--- src/rtl/evt_pkg.sv ---
package evt_pkg;
  localparam int MODE_W = 6;
  localparam int MB_SEL0  = 0;
  localparam int MB_SEL1  = 1;
  localparam int MB_PULSE = 2;
  localparam int MB_RISE  = 3;
  localparam int MB_PIN   = 4;
  localparam int MB_RSV   = 5;

  typedef enum logic [1:0] {
    A_MODE   = 2'd0,
    A_CTRL   = 2'd1,
    A_RELOAD = 2'd2,
    A_IRQ    = 2'd3
  } reg_addr_e;

  function automatic logic mode_ok(input logic [MODE_W-1:0] m);
    return (m[MB_SEL1:MB_SEL0] == 2'b01) && !m[MB_RSV];
  endfunction
endpackage

--- src/rtl/evt_edge_sync.sv ---
module evt_edge_sync #(
  parameter int STAGES = 2
) (
  input  logic clk,
  input  logic rst,
  input  logic evt_in,
  input  logic lvl_in,
  output logic rise_p,
  output logic fall_p,
  output logic lvl_s
);
  logic [STAGES-1:0] evt_sh;
  logic [STAGES-1:0] lvl_sh;
  logic              evt_prev;

  always_ff @(posedge clk) begin
    if (rst) begin
      evt_sh   <= '0;
      lvl_sh   <= '0;
      evt_prev <= 1'b0;
    end else begin
      evt_sh   <= {evt_sh[STAGES-2:0], evt_in};
      lvl_sh   <= {lvl_sh[STAGES-2:0], lvl_in};
      evt_prev <= evt_sh[STAGES-1];
    end
  end

  assign rise_p = evt_sh[STAGES-1] & ~evt_prev;
  assign fall_p = ~evt_sh[STAGES-1] & evt_prev;
  assign lvl_s  = lvl_sh[STAGES-1];
endmodule

--- src/rtl/evt_regs.sv ---
module evt_regs
  import evt_pkg::*;
#(
  parameter int CNT_W  = 16,
  parameter int ADDR_W = 2
) (
  input  logic              clk,
  input  logic              rst,
  input  logic              wr_en,
  input  logic [ADDR_W-1:0] wr_addr,
  input  logic [CNT_W-1:0]  wr_data,
  output logic [MODE_W-1:0] mode_r,
  output logic              start_r,
  output logic              ud_r,
  output logic [CNT_W-1:0]  reload_r,
  output logic              reload_wr,
  output logic              irq_clr
);
  logic sel_mode, sel_ctrl;

  assign sel_mode  = wr_en && (wr_addr == A_MODE);
  assign sel_ctrl  = wr_en && (wr_addr == A_CTRL);
  assign reload_wr = wr_en && (wr_addr == A_RELOAD);
  assign irq_clr   = wr_en && (wr_addr == A_IRQ) && !wr_data[0];

  always_ff @(posedge clk) begin
    if (rst) begin
      mode_r   <= '0;
      start_r  <= 1'b0;
      ud_r     <= 1'b0;
      reload_r <= '0;
    end else begin
      if (sel_mode)  mode_r   <= wr_data[MODE_W-1:0];
      if (sel_ctrl) begin
        ud_r    <= wr_data[0];
        start_r <= wr_data[1];
      end
      if (reload_wr) reload_r <= wr_data;
    end
  end
endmodule

--- src/rtl/evt_core.sv ---
module evt_core
  import evt_pkg::*;
#(
  parameter int CNT_W = 16
) (
  input  logic              clk,
  input  logic              rst,
  input  logic [MODE_W-1:0] mode_r,
  input  logic              start_r,
  input  logic              ud_r,
  input  logic [CNT_W-1:0]  reload_r,
  input  logic              reload_wr,
  input  logic [CNT_W-1:0]  wr_data,
  input  logic              irq_clr,
  input  logic              rise_p,
  input  logic              fall_p,
  input  logic              lvl_s,
  output logic [CNT_W-1:0]  count_q,
  output logic              irq_q,
  output logic              tog_q
);
  localparam logic [CNT_W-1:0] TOP_VAL = {CNT_W{1'b1}};
  localparam logic [CNT_W-1:0] BOT_VAL = '0;

  logic step, go_up, term, load_now;

  always_comb begin
    step = start_r && mode_ok(mode_r) && (mode_r[MB_RISE] ? rise_p : fall_p);
    if (mode_r[MB_PULSE])    go_up = ud_r;
    else if (mode_r[MB_PIN]) go_up = lvl_s;
    else                     go_up = ud_r;
    term     = step && (go_up ? (count_q == TOP_VAL) : (count_q == BOT_VAL));
    load_now = reload_wr && !start_r;
  end

  always_ff @(posedge clk) begin
    if (rst) begin
      count_q <= '0;
      irq_q   <= 1'b0;
      tog_q   <= 1'b0;
    end else begin
      if (load_now)  count_q <= wr_data;
      else if (term) count_q <= reload_r;
      else if (step) count_q <= go_up ? count_q + 1'b1 : count_q - 1'b1;

      if (term)         irq_q <= 1'b1;
      else if (irq_clr) irq_q <= 1'b0;

      if (term && mode_r[MB_PULSE]) tog_q <= ~tog_q;
    end
  end
endmodule

--- src/rtl/event_tally_timer.sv ---
module event_tally_timer
  import evt_pkg::*;
#(
  parameter int CNT_W       = 16,
  parameter int ADDR_W      = 2,
  parameter int SYNC_STAGES = 2
) (
  input  logic              clk,
  input  logic              rst,
  input  logic              evt_in,
  input  logic              dir_pin_in,
  output logic              dir_pin_out,
  output logic              dir_pin_oe,
  input  logic              wr_en,
  input  logic [ADDR_W-1:0] wr_addr,
  input  logic [CNT_W-1:0]  wr_data,
  output logic [CNT_W-1:0]  count_q,
  output logic              irq_req
);
  logic [MODE_W-1:0] mode_r;
  logic              start_r, ud_r, reload_wr, irq_clr;
  logic [CNT_W-1:0]  reload_r;
  logic              rise_p, fall_p, lvl_s;

  evt_edge_sync #(.STAGES(SYNC_STAGES)) u_sync (
    .clk(clk), .rst(rst), .evt_in(evt_in), .lvl_in(dir_pin_in),
    .rise_p(rise_p), .fall_p(fall_p), .lvl_s(lvl_s)
  );

  evt_regs #(.CNT_W(CNT_W), .ADDR_W(ADDR_W)) u_regs (
    .clk(clk), .rst(rst), .wr_en(wr_en), .wr_addr(wr_addr), .wr_data(wr_data),
    .mode_r(mode_r), .start_r(start_r), .ud_r(ud_r), .reload_r(reload_r),
    .reload_wr(reload_wr), .irq_clr(irq_clr)
  );

  evt_core #(.CNT_W(CNT_W)) u_core (
    .clk(clk), .rst(rst), .mode_r(mode_r), .start_r(start_r), .ud_r(ud_r),
    .reload_r(reload_r), .reload_wr(reload_wr), .wr_data(wr_data),
    .irq_clr(irq_clr), .rise_p(rise_p), .fall_p(fall_p), .lvl_s(lvl_s),
    .count_q(count_q), .irq_q(irq_req), .tog_q(dir_pin_out)
  );

  assign dir_pin_oe = mode_r[MB_PULSE];
endmodule

--- config.mk ---
export PLATFORM = sky130hd
export DESIGN_NAME = event_tally_timer
export DESIGN_NICKNAME = d
export VERILOG_FILES = /design/src/rtl/evt_pkg.sv /design/src/rtl/evt_edge_sync.sv /design/src/rtl/evt_regs.sv /design/src/rtl/evt_core.sv /design/src/rtl/event_tally_timer.sv
export SDC_FILE = /design/constraint.sdc
export NUM_CORES = 1
export LEC_CHECK = 0
export BUFFER_PORTS_ARGS = -buffer_cell sky130_fd_sc_hd__clkbuf_2
export CELL_PAD_IN_SITES_DETAIL_PLACEMENT = 1
export CELL_PAD_IN_SITES_GLOBAL_PLACEMENT = 1
export CORE_AREA = 2 2 80 90
export CTS_BUF_LIST = sky130_fd_sc_hd__clkbuf_8 sky130_fd_sc_hd__clkbuf_16
export CTS_CLUSTER_SIZE = 8
export DETAILED_ROUTE_END_ITERATION = 16
export DIE_AREA = 0 0 82 92
export PLACE_DENSITY_LB_ADDON = 0.1
export SLEW_MARGIN = 25
export SYNTH_ARGS = -nofsm -noshare
export SYNTH_HDL_FRONTEND = slang
export SYNTH_SLANG_ARGS = --single-unit
export TNS_END_PERCENT = 5
--- constraint.sdc ---
create_clock -name clk -period 2.95 [get_ports clk]
set_input_delay 0.59 -clock clk [delete_from_list [all_inputs] [get_ports clk]]
set_output_delay 0.59 -clock clk [all_outputs]
set_load 0.03 [all_outputs]
==> flow_metrics.py <==
metrics = {
    "critical_path": {
        "end_kind": "flip-flop",
        "r2r_setup_slack_ns": 0.22,
        "cp_data_arrival_time_ns": 2.95,
        "r2r_cells": 9,
        "cp.required_ns": 3.16,
        "r2r-end": "u_core.count_q[15]",
        "rr_startpoint": "u_regs.mode_r[2]",
        "crit_fanout": 19,
        "crit_type": "reg2reg",
        "startpoint_type": "flip-flop",
    },
    "sta": {
        "worst_pin_slew_ns": 0.815,
        "rsz0062_at_grt": "false",
        "maxSlewHeadroom": 0.457,
        "slew_viol_final": 0,
        "setup_viol": 0,
        "fin_crit_sh": 0.927,
        "period_needed_ns": 2.73,
        "skew_ns": 0.0101,
        "fmax_ghz": 0.366,
        "finalHoldViolCount": 0,
        "holdWs_ns": 0.451,
        "fin_setup_tns_ns": 0,
    },
    "yosys": {
        "synth_async_sr_flop_share": 0,
        "syn_area_sq_um": 2800,
        "synthFlopType": "dfxtp_1",
        "syn_nets": 368,
        "yosysUniqueCellTypes": 57,
        "ys_ff_latch": 47,
        "synth.area.top_cells": "dfxtp_1 34%, ha_1 7.1%, mux2i_1 6.1%",
        "synthCells": 328,
        "yosysWarnings": 0,
        "post-synth-top-area-fraction": 0.336,
        "syn_avg_cell_area_sq_um": 8.54,
        "ys_seq_area_frac": 0.336,
        "synth_edf_count": 0,
        "yosysTopAreaCell": "dfxtp_1",
    },
    "floorplan": {
        "die-area_sq_um": 7540,
        "die_w_um": 82,
        "core_area_sq_um": 6730,
        "dieHeight_um": 92,
        "placementRows": 32,
        "initial_core_util": 0.416,
        "ios": 42,
    },
    "global_route": {
        "grt_remaining_overflow": 0,
        "top_usage_layer": "met2",
        "antenna_found_initial": 0,
        "use_met1": 0.324,
        "grt_pass1_vias": 2550,
        "grt_pass1_wl_um": 13400,
        "grt_max_degree": 26,
        "grt_use_total": 0.230,
        "gr-usage-met3": 0.0285,
        "use_met2": 0.369,
    },
    "pwr": {
        "intPower_mw": 1.00,
        "total_power_mw": 1.52,
        "vdd_drop_max_v": 0.000177,
        "sw_frac_of_total": 0.343,
        "power_density_nw_per_um2": 475,
        "leakagePower_nw": 1.31,
        "clockPowerShare": 0.289,
        "comb_power_share": 0.267,
        "switchingPower_mw": 0.523,
        "power_frac_seq": 0.444,
    },
    "cts": {
        "cts.clk_slew.worst_paths_ns": 0.11,
        "cts_sinks": 47,
        "cts_root_buf": "clkbuf_8",
        "cts_tree": "built",
        "clock_latency_ns": 0.32,
        "post_cts_buffers": 0,
        "cts_buffer_depth": 2,
        "cts_made_buffers": 5,
        "h-tree-depth": 2,
    },
    "routing": {
        "drtAntennaViolNets": 0,
        "drc": 0,
        "wl_per_cell_um": 18.0,
        "drt_iter0_drc": 102,
        "vias_per_cell": 5.85,
        "first_pass_iters": 5,
        "drt_wl_total_um": 8160,
        "vias": 2657,
    },
    "layout": {
        "num_antenna_cells": 0,
        "nNetsFinal": 408,
        "utilization": 0.477,
        "n_fill_cell": 828,
        "layout-drive-gt1-share": 0.198,
        "stdcell_count": 454,
        "area_delta_synth_final_pct": 14.5,
    },
    "hold_path": {
        "min_path_type": "reg2reg",
        "hold_depth": 1,
        "min_to": "u_sync.evt_sh[1]",
        "holdCritStartpoint": "u_sync.evt_sh[0]",
    },
    "placement": {
        "portBuffers": 41,
        "dp_hpwl_um": 5880,
        "gp_congestion": 0.831,
        "place_inst": 446,
    },
    "flow_run": {
        "maxCapViolCount": 0,
    },
    "status": {
        "outcome": "finished clean",
    },
}
worst max-delay path, cell delays in order, from the launching register on:
cell and delay [ns]:
dfxtp_1 0.36, nor2b_2 0.18, mux2i_4 0.26, buf_6 0.23, ha_1 0.34, a21oi_1 0.23
o21bai_1 0.16, a221oi_1 0.36, o221ai_1 0.21, a211o_1 0.28
kinds of logic after synthesis:
logic type,synth area share
adder cells (fa/ha/maj),0.0786
multiplexers,0.0728
XOR/XNOR,0.0407
buffers and inverters,0.0349
AND/OR/NAND/NOR,0.202
flip-flops,0.336
AO/OA/AOI/OAI,0.235
repair_timing:
| item | in CTS | in global routing |
|---|---|---|
| gates resized for setup | 0 | 4 |
| setup endpoints to repair | 0 | 2 |
| hold buffers | 0 | 0 |
worst max-delay path by stage:
stage	slack (ns)	to	start	cells past startpoint
2_1_floorplan	0.12	u_core.count_q[12]	u_regs.mode_r[2]	10
3_3_place_gp	0.17	u_core.count_q[13]	u_regs.mode_r[4]	10
3_5_place_dp	0.14	u_core.count_q[13]	u_regs.mode_r[4]	10
4_1_cts	0.05	u_core.count_q[13]	u_regs.mode_r[4]	10
5_1_grt	0.03	u_core.count_q[13]	u_regs.mode_r[4]	10
6_report	0.22	u_core.count_q[15]	u_regs.mode_r[2]	9
per-stage QoR:
stage | instance area [sq um] | worst slack (ns)
global placement | 3100 | 0.167
detailed placement | 3100 | 0.143
finish | 3210 | 0.216
CTS | 3190 | 0.0515
global route | 3210 | 0.0271
floorplan | 2800 | 0.120
flip-flops by register name, summed over array words and instances, names as in the netlist:
name             cells
u_sync.lvl_sh        2
u_core.count_q      16
u_regs.start_r       1
u_core.tog_q         1
u_regs.reload_r     16
u_sync.evt_prev      1
u_core.irq_q         1
u_regs.ud_r          1
u_sync.evt_sh        2
u_regs.mode_r        6
cell type report:
cell class                 instances  area [sq um]  share of cell area
clock buffer                       5          68.8              0.0215
clock inverter                     3          27.5             0.00858
inverter                           9          33.8              0.0105
multi-input combinational        258          1780               0.554
sequential                        47           941               0.293
tap                               85           106              0.0332
timing repair buffer              47           254              0.0792
cell usage in the layout (no fill, tap or decap), drive strengths merged, types with 5 or more instances in the layout:
cell,Yosys,final
dfxtp,47,47
nand2,43,43
o22ai,12,12
inv,9,11
a21o,6,6
buf,4,6
mux2i,18,18
clkbuf,10,46
a21oi,32,32
a22oi,15,15
nor4,5,5
nor2,28,28
ha,16,16
nand4,8,8
o21ai,6,6
nor2b,7,7
xnor2,9,9
power groups by stage:
stage | logic (mW) | registers [mW] | clock network (mW)
2_1_floorplan | 0.278 | 0.699 | 0
3_3_place_gp | 0.396 | 0.690 | 0
3_5_place_dp | 0.400 | 0.691 | 0
4_1_cts | 0.403 | 0.677 | 0.451
5_1_grt | 0.452 | 0.680 | 0.480
6_report | 0.407 | 0.677 | 0.441
layer usage:
layer | share of wire | wire, um
met1 | 0.48 | 3910
met2 | 0.48 | 3930
met3 | 0.028 | 232
met4 | 0.011 | 87
met5 | 0 | 0
Yosys cell counts, types with 3 or more instances:
cell type and number:
dfxtp_1 47, nand2_1 43, a21oi_1 32, nor2_1 27
mux2i_1 17, ha_1 16, a22oi_1 15, o22ai_1 12
clkbuf_1 10, inv_1 9, xnor2_1 9, nand4_1 8
a21o_1 6, nor2b_1 6, o21ai_0 6, nand3_1 4
nor4_1 4, o211ai_1 4, xor2_1 4, a31o_2 3
buf_2 3
Note: power is estimated with default switching activity, not from simulation.
